File: src/rtl/can_boff_pkg.sv
package can_boff_pkg;
  typedef enum logic [1:0] {
    FC_ACTIVE  = 2'b00,
    FC_PASSIVE = 2'b01,
    FC_BUSOFF  = 2'b10,
    FC_HALT    = 2'b11
  } fc_state_e;

  localparam logic [1:0] POL_AUTO       = 2'b00;
  localparam logic [1:0] POL_HALT_ENTRY = 2'b01;
  localparam logic [1:0] POL_HALT_END   = 2'b10;
  localparam logic [1:0] POL_HALT_SW    = 2'b11;
endpackage

File: src/rtl/can_boff_run_cnt.sv
module can_boff_run_cnt #(
  parameter int RUN_LEN   = 11,
  parameter int RECOV_OCC = 128
) (
  input  logic clk,
  input  logic rst,
  input  logic en_i,
  input  logic clr_i,
  input  logic bit_vld_i,
  input  logic bit_rec_i,
  output logic run_done_o,
  output logic recov_done_o
);
  localparam int RUN_W = $clog2(RUN_LEN + 1);
  localparam int OCC_W = $clog2(RECOV_OCC + 1);
  localparam logic [RUN_W-1:0] RUN_LAST = RUN_W'(RUN_LEN - 1);
  localparam logic [OCC_W-1:0] OCC_LAST = OCC_W'(RECOV_OCC - 1);

  logic [RUN_W-1:0] run_q;
  logic [OCC_W-1:0] occ_q;
  logic             run_last;

  assign run_last     = (run_q == RUN_LAST);
  assign run_done_o   = en_i & bit_vld_i & bit_rec_i & run_last;
  assign recov_done_o = run_done_o & (occ_q == OCC_LAST);

  always_ff @(posedge clk) begin
    if (rst || !en_i || clr_i) begin
      run_q <= '0;
      occ_q <= '0;
    end else if (bit_vld_i) begin
      if (!bit_rec_i) begin
        run_q <= '0;
      end else if (run_last) begin
        run_q <= '0;
        occ_q <= (occ_q == OCC_LAST) ? '0 : occ_q + 1'b1;
      end else begin
        run_q <= run_q + 1'b1;
      end
    end
  end


  run_range_chk: assert property (@(posedge clk) disable iff (rst)
    run_q <= RUN_LAST);

  dominant_restart_chk: assert property (@(posedge clk) disable iff (rst)
    (en_i && !clr_i && bit_vld_i && !bit_rec_i) |=> (run_q == '0));
endmodule

File: src/rtl/can_boff_flag.sv
module can_boff_flag (
  input  logic clk,
  input  logic rst,
  input  logic set_i,
  input  logic clr_i,
  output logic flag_o
);
  logic flag_q;

  always_ff @(posedge clk) begin
    if (rst)        flag_q <= 1'b0;
    else if (set_i) flag_q <= 1'b1;
    else if (clr_i) flag_q <= 1'b0;
  end

  assign flag_o = flag_q;


  set_wins_chk: assert property (@(posedge clk) disable iff (rst)
    set_i |=> flag_q);

  clear_takes_chk: assert property (@(posedge clk) disable iff (rst)
    (clr_i && !set_i) |=> !flag_q);

  sticky_chk: assert property (@(posedge clk) disable iff (rst)
    (flag_q && !clr_i) |=> flag_q);
endmodule

File: src/rtl/can_boff_fsm.sv
module can_boff_fsm
  import can_boff_pkg::*;
#(
  parameter int CNT_W       = 9,
  parameter int PASSIVE_LIM = 127,
  parameter int BUSOFF_LIM  = 255
) (
  input  logic             clk,
  input  logic             rst,
  input  logic [1:0]       policy_i,
  input  logic             force_ret_i,
  input  logic             halt_req_i,
  input  logic             resume_req_i,
  input  logic [CNT_W-1:0] tec_i,
  input  logic [CNT_W-1:0] rec_i,
  input  logic             run_done_i,
  input  logic             recov_done_i,
  output logic [1:0]       state_o,
  output logic             comm_en_o,
  output logic             cnt_en_o,
  output logic             cnt_clr_o,
  output logic             flag_set_o,
  output logic             err_clr_o
);
  localparam logic [CNT_W-1:0] P_LIM = CNT_W'(PASSIVE_LIM);
  localparam logic [CNT_W-1:0] B_LIM = CNT_W'(BUSOFF_LIM);

  fc_state_e  st_q, st_n;
  logic       comm_q, comm_n;
  logic       wait_q, wait_n;
  logic       eclr_q, eclr_n;
  logic [1:0] pol_q;

  always_comb begin
    st_n       = st_q;
    comm_n     = comm_q;
    wait_n     = wait_q;
    eclr_n     = 1'b0;
    flag_set_o = 1'b0;
    cnt_clr_o  = 1'b0;
    unique case (st_q)
      FC_BUSOFF: begin
        if (force_ret_i) begin
          st_n      = FC_ACTIVE;
          comm_n    = 1'b0;
          wait_n    = 1'b1;
          eclr_n    = 1'b1;
          cnt_clr_o = 1'b1;
        end else if (pol_q == POL_HALT_SW && halt_req_i) begin
          st_n   = FC_HALT;
          wait_n = 1'b0;
          eclr_n = 1'b1;
        end else if (recov_done_i) begin
          flag_set_o = 1'b1;
          eclr_n     = 1'b1;
          if (pol_q == POL_HALT_END) begin
            st_n = FC_HALT;
          end else begin
            st_n   = FC_ACTIVE;
            comm_n = 1'b1;
          end
        end
      end
      FC_HALT: begin
        if (resume_req_i) begin
          st_n      = FC_ACTIVE;
          comm_n    = 1'b0;
          wait_n    = 1'b1;
          cnt_clr_o = 1'b1;
        end
      end
      default: begin
        if (tec_i > B_LIM) begin
          comm_n = 1'b0;
          wait_n = 1'b0;
          if (policy_i == POL_HALT_ENTRY) begin
            st_n   = FC_HALT;
            eclr_n = 1'b1;
          end else begin
            st_n = FC_BUSOFF;
          end
        end else begin
          st_n = (tec_i > P_LIM || rec_i > P_LIM) ? FC_PASSIVE : FC_ACTIVE;
          if (wait_q && run_done_i) begin
            comm_n = 1'b1;
            wait_n = 1'b0;
          end
        end
      end
    endcase
  end

  always_ff @(posedge clk) begin
    if (rst) begin
      st_q   <= FC_ACTIVE;
      comm_q <= 1'b1;
      wait_q <= 1'b0;
      eclr_q <= 1'b0;
      pol_q  <= POL_AUTO;
    end else begin
      st_q   <= st_n;
      comm_q <= comm_n;
      wait_q <= wait_n;
      eclr_q <= eclr_n;
      if (st_q != FC_BUSOFF) pol_q <= policy_i;
    end
  end

  assign state_o   = st_q;
  assign comm_en_o = comm_q;
  assign err_clr_o = eclr_q;
  assign cnt_en_o  = (st_q == FC_BUSOFF) | wait_q;


  busoff_silent_chk: assert property (@(posedge clk) disable iff (rst)
    (st_q == FC_BUSOFF) |-> !comm_q);

  policy_hold_chk: assert property (@(posedge clk) disable iff (rst)
    (st_q == FC_BUSOFF && $past(st_q) == FC_BUSOFF) |-> $stable(pol_q));

  entry_policy_chk: assert property (@(posedge clk) disable iff (rst)
    (st_q == FC_BUSOFF) |-> (pol_q != POL_HALT_ENTRY));

  clr_on_exit_chk: assert property (@(posedge clk) disable iff (rst)
    (st_q != FC_BUSOFF && $past(st_q) == FC_BUSOFF) |-> eclr_q);

  clr_single_chk: assert property (@(posedge clk) disable iff (rst)
    eclr_q |=> !eclr_q);

  halt_hold_chk: assert property (@(posedge clk) disable iff (rst)
    (st_q == FC_HALT && !resume_req_i) |=> (st_q == FC_HALT));

  halt_silent_chk: assert property (@(posedge clk) disable iff (rst)
    (st_q == FC_HALT) |-> !comm_q);
endmodule

File: src/rtl/can_busoff_ctrl.sv
module can_busoff_ctrl #(
  parameter int CNT_W       = 9,
  parameter int PASSIVE_LIM = 127,
  parameter int BUSOFF_LIM  = 255,
  parameter int RUN_LEN     = 11,
  parameter int RECOV_OCC   = 128
) (
  input  logic             clk,
  input  logic             rst,
  input  logic [1:0]       policy_sel,
  input  logic             force_ret,
  input  logic             halt_req,
  input  logic             resume_req,
  input  logic [CNT_W-1:0] tx_err_cnt,
  input  logic [CNT_W-1:0] rx_err_cnt,
  input  logic             bit_vld,
  input  logic             bit_rec,
  input  logic             flag_clr,
  output logic [1:0]       fc_state,
  output logic             comm_en,
  output logic             err_cnt_clr,
  output logic             recov_flag
);
  logic cnt_en, cnt_clr, run_done, recov_done, flag_set;

  can_boff_run_cnt #(
    .RUN_LEN   (RUN_LEN),
    .RECOV_OCC (RECOV_OCC)
  ) u_run (
    .clk          (clk),
    .rst          (rst),
    .en_i         (cnt_en),
    .clr_i        (cnt_clr),
    .bit_vld_i    (bit_vld),
    .bit_rec_i    (bit_rec),
    .run_done_o   (run_done),
    .recov_done_o (recov_done)
  );

  can_boff_fsm #(
    .CNT_W       (CNT_W),
    .PASSIVE_LIM (PASSIVE_LIM),
    .BUSOFF_LIM  (BUSOFF_LIM)
  ) u_fsm (
    .clk          (clk),
    .rst          (rst),
    .policy_i     (policy_sel),
    .force_ret_i  (force_ret),
    .halt_req_i   (halt_req),
    .resume_req_i (resume_req),
    .tec_i        (tx_err_cnt),
    .rec_i        (rx_err_cnt),
    .run_done_i   (run_done),
    .recov_done_i (recov_done),
    .state_o      (fc_state),
    .comm_en_o    (comm_en),
    .cnt_en_o     (cnt_en),
    .cnt_clr_o    (cnt_clr),
    .flag_set_o   (flag_set),
    .err_clr_o    (err_cnt_clr)
  );

  can_boff_flag u_flag (
    .clk    (clk),
    .rst    (rst),
    .set_i  (flag_set),
    .clr_i  (flag_clr),
    .flag_o (recov_flag)
  );
endmodule

File: config.mk
export PLATFORM = sky130hd
export DESIGN_NAME = can_busoff_ctrl
export DESIGN_NICKNAME = d
export VERILOG_FILES = /design/src/rtl/can_boff_pkg.sv /design/src/rtl/can_boff_run_cnt.sv /design/src/rtl/can_boff_flag.sv /design/src/rtl/can_boff_fsm.sv /design/src/rtl/can_busoff_ctrl.sv
export SDC_FILE = /design/constraint.sdc
export NUM_CORES = 1
export LEC_CHECK = 0
export ABC_AREA = 1
export CAP_MARGIN = 30
export CORE_MARGIN = 2
export CORE_UTILIZATION = 50
export CTS_CLUSTER_SIZE = 24
export DETAILED_ROUTE_END_ITERATION = 10
export PLACE_DENSITY = 0.83
export REMOVE_ABC_BUFFERS = 1
export SLEW_MARGIN = 20
export SYNTH_ARGS = -nofsm -noshare
export SYNTH_HDL_FRONTEND = slang
export SYNTH_SLANG_ARGS = --single-unit
File: constraint.sdc
create_clock -name clk -period 3.1 [get_ports clk]
set_clock_uncertainty 0.1 [all_clocks]
set_input_delay 0.62 -clock clk [delete_from_list [all_inputs] [get_ports clk]]
set_output_delay 0.62 -clock clk [all_outputs]
set_load 0.01 [all_outputs]
==> metrics list <==
- Status: completed
- Post-CTS Setup Inserts: 0
* Most used flip-flop cell after synthesis: dfxtp_1
* Fin crit period: slightly above 2 ns
- P&R area growth vs syn: 21.82%
- Core Footprint: 2191 um2
- Clk sinks: 20
* Cell variety after synth: 26
- Setup repair after global routing left no endpoint under its margin.
- Final Max Slew Viols: 0
- The share of synthesized area in the top cell type comes to 0.3474.
- Vias in the first global route: 1,071
- Power per Cell Area: 355.2 nW/um2
- Once routing completed, OpenROAD measured the worst setup slack at 1.073 ns.
- CTS H-Tree Depth: 1
* Drc violations: 0
* Count leader, synth: nand2_1
* Worst min-delay path category: reg2reg
* Cell taking the most area after synthesis: dfxtp_1
- Before CTS, the worst setup slack after placement is 0.9391 ns.
* Sw Share: 0.2482
- After synthesis, the cell types taking the most area are dfxtp_1 (35%), nand2_1 (10%), inv_1 (9.1%).
- Input and output buffers added on the ports amount to 18.
- Measured against its own limit, the worst slew margin works out to 0.8162.
- Library cell contributing the largest single delay on the critical path: clkdlybuf4s50_1
- Summing every instance area after synthesis gives 1152 um2.
- Number of antenna violations at the first check in global routing: 0
- Worst Reg-to-Reg Cells: 11
- Comb pwr share: 0.160
* Die outline height: around 52 um
- Row cnt: 17
* Count of buffer and inverter cells on the critical path: 1
- Share of power burned in the clock network: 0.296
* Hold path start: u_flag.flag_o
* Area of the die: around 2700 um2
- Hold repair after CTS inserted 0 buffers.
- Type of element capturing the critical path: output pin
- TritonCTS built the clock tree.
- After the last flow step, the layout net total stands at 217.
* Post-CTS clock slew at the launch and capture registers of the worst setup and hold paths: 0.11 ns
- Most instantiated cells after synthesis: nand2_1 (32), inv_1 (28), dfxtp_1 (20)
- Setup slack of the worst register-to-register path: 1.51 ns
- The worst setup path is of the reg2out kind.
* Worst endpoint required time: 2.38 ns
- For this run, asynchronously set or reset flops after synthesis account for 0.
- After detailed routing, the average wire length per cell comes to about 11 um.
- At the worst endpoint, the arrival time is 1.31 ns.
- Startpoint type of the worst setup path: flop
- In this run the power spent charging and discharging nets is 123.8 uW.
* Kind of cell adding the most delay to the critical path: buffers and inverters
- Across the VDD grid, the largest voltage drop is 0.2483 mV.
* Sequential element share of the synthesized area: 0.3474
- Proportion of power drawn by flip-flops and latches: 0.544
- Post-Synthesis Cells: 163
- Of the cells placed in the final design, the portion with a size suffix greater than 1 is 0.1243.
- At the pin with the least slew margin, the transition time is 0.2748 ns.
- Setup violations remaining at the end of the flow were counted as 0.
- For the worst-skew pair, the clock arrives at the later sink with an insertion delay of between 0.2 and 0.3 ns.
* Total Negative Setup Slacks: 0 ns
- Post-detailed-placement half-perimeter wirelength: 1886 um
- No sink is reached through more buffers than the 2 on the longest clock path.
- First-pass GRT wire length: 3981 um
* Vias after detailed routing: 1,080
- FF+latch count, synth: 20
- In this run the critical register-to-register path is captured at u_fsm.comm_en_o.
- Cell at the root of the clock tree: clkbuf_4
- The number of hold-slack violations in the final timing report was 0.
- Routed wire length: ~2300 um
- DRT antenna net count: 0
- Max Clk Rate: 493.4 MHz
* Leakage power: a little over 0.0006 uW
- Gates resized during post-CTS repair numbered 0.
- After the first detailed-routing iteration, the DRC count stood at 10.
- Internal portion of total power: around 370 uW
* Post-route fraction of the period consumed by the critical path: 0.6539
- Endpoint with the worst hold slack: u_flag.flag_o
* CTS buffer count: 3
- Global routing usage summed across all routing layers: 0.1928
- Critical path peak fanout: 6
* Startpoint of the lowest-slack register-to-register path: u_run.run_q[0]
- Pin count of the biggest net entering global routing: 12
- For this design the top-level I/O count stands at 33.
* Final global-route overflow total: 0
- Initial Util: 0.5260
- Slowest Stage Delay on Critical Path: 0.58 ns
- The tool flagged a number of max-cap violations equal to 0.
- Synth warn: 0
- At the end of routability-driven placement, the weighted congestion stood at 0.8327.
- In the routed layout, each cell is associated on average with a via count of 5.070.
- Number of synthesized flops with an enable pin: 0
- Number of iterations in the first detailed-routing pass: 4
* Count of antenna diodes in the layout: 0
- Traced cell by cell, the critical path runs through clkdlybuf4s50_1.
- Average footprint of a synthesized cell: 7.070 um2
- Along the worst hold path, the cell count comes to 2.
- The floorplan step set the die width to 52.01 um.
state kept, by name, indices dropped and copies added, names as in the netlist:
signal / count
u_run.occ_q: 8
u_run.run_q: 4
u_fsm.pol_q: 2
u_fsm.state_o: 2
u_flag.flag_o: 1
u_fsm.comm_en_o: 1
u_fsm.err_clr_o: 1
u_fsm.wait_q: 1
placed cells by master, fill, tap and decap left out, types with 2 or more instances in the layout:
cell / synthesis / layout
nand2_1: 32 / 32
inv_1: 28 / 28
dfxtp_1: 20 / 20
clkdlybuf4s50_1: 0 / 18
nor2_1: 14 / 14
nand3_1: 12 / 12
a21oi_1: 12 / 12
nand4_1: 5 / 5
nor2_4: 4 / 4
o21ai_0: 4 / 4
nand2_2: 3 / 3
nand2_4: 3 / 3
nor2_2: 3 / 3
nor3_1: 3 / 3
o21ai_1: 3 / 3
ha_1: 3 / 3
clkbuf_4: 0 / 3
inv_2: 2 / 2
xor2_1: 2 / 2
o31ai_1: 2 / 2
per-layer routing:
metal	GRT usage	share of wire	vias to the layer above
met5	0	0	-
met4	0.05263	0.011	0
li1	-	-	567
met2	0.3924	0.53	26
met1	0.1939	0.42	483
met3	0.03448	0.034	4
per-stage QoR:
| step | hold WS [ns] | area (um2) | util | power, uW | cells |
|---|---|---|---|---|---|
| after detailed placement | 0.3731 | 1368 | 0.6242 | 356.7 | 209 |
| after floorplan | 0.3580 | 1152 | - | 319.3 | 163 |
| final | 0.3820 | 1404 | 0.6408 | 498.6 | 213 |
| after global placement | 0.3487 | 1368 | 0.6242 | 354.7 | 209 |
| after CTS | 0.3915 | 1404 | 0.6408 | 504.0 | 213 |
| after global routing | 0.4120 | 1404 | 0.6408 | 527.4 | 213 |
final cells by class:
cell class | count | area, um2
tap | 28 | 35.03
timing repair buffer | 18 | 180.2
inverter | 31 | 121.4
sequential | 20 | 400.4
multi-input combinational | 112 | 630.6
clock buffer | 4 | 36.28
fill | 208 | 787.0
power by group through the flow:
stage               clock network [uW]  logic, uW  registers, uW
global route                       168       87.3            273
CTS                                153       80.1            271
floorplan                            0       40.8            279
finish                             147       79.9            271
global placement                     0       78.0            277
detailed placement                   0       79.7            277
worst max-delay path by stage:
stage	startpoint	endpoint	slack (ns)	cells after the start
3_5_place_dp	bit_vld	u_fsm.comm_en_o	0.94	10
3_3_place_gp	bit_vld	u_fsm.state_o[0]	0.98	10
2_1_floorplan	bit_rec	u_fsm.comm_en_o	1.60	9
5_1_grt	u_fsm.state_o[1]	fc_state[1]	1.01	1
4_1_cts	u_fsm.state_o[1]	fc_state[1]	1.07	1
6_report	u_fsm.state_o[1]	fc_state[1]	1.07	1
cell families (layout without fill, tap and decap cells):
group / Yosys count / after routing / synth area share
simple gates: 82 / 82 / 0.3757
fa+ha+maj: 3 / 3 / 0.03258
compound gates: 24 / 24 / 0.1162
xor+xnor: 3 / 3 / 0.02281
flops: 20 / 20 / 0.3474
buf+inv: 31 / 53 / 0.1053
worst reg2reg max path, stage by stage, from the launching register on:
cell and delay [ns]:
dfxtp_1 0.36, inv_1 0.07, ha_1 0.15, nand2_2 0.07, nor2_4 0.16, nand2_4 0.10, inv_6 0.11, nand2_4 0.08
nand2_1 0.08, nand3_1 0.07, nand2_1 0.07, nand3_1 0.07
(Power assumes the default switching activity.)
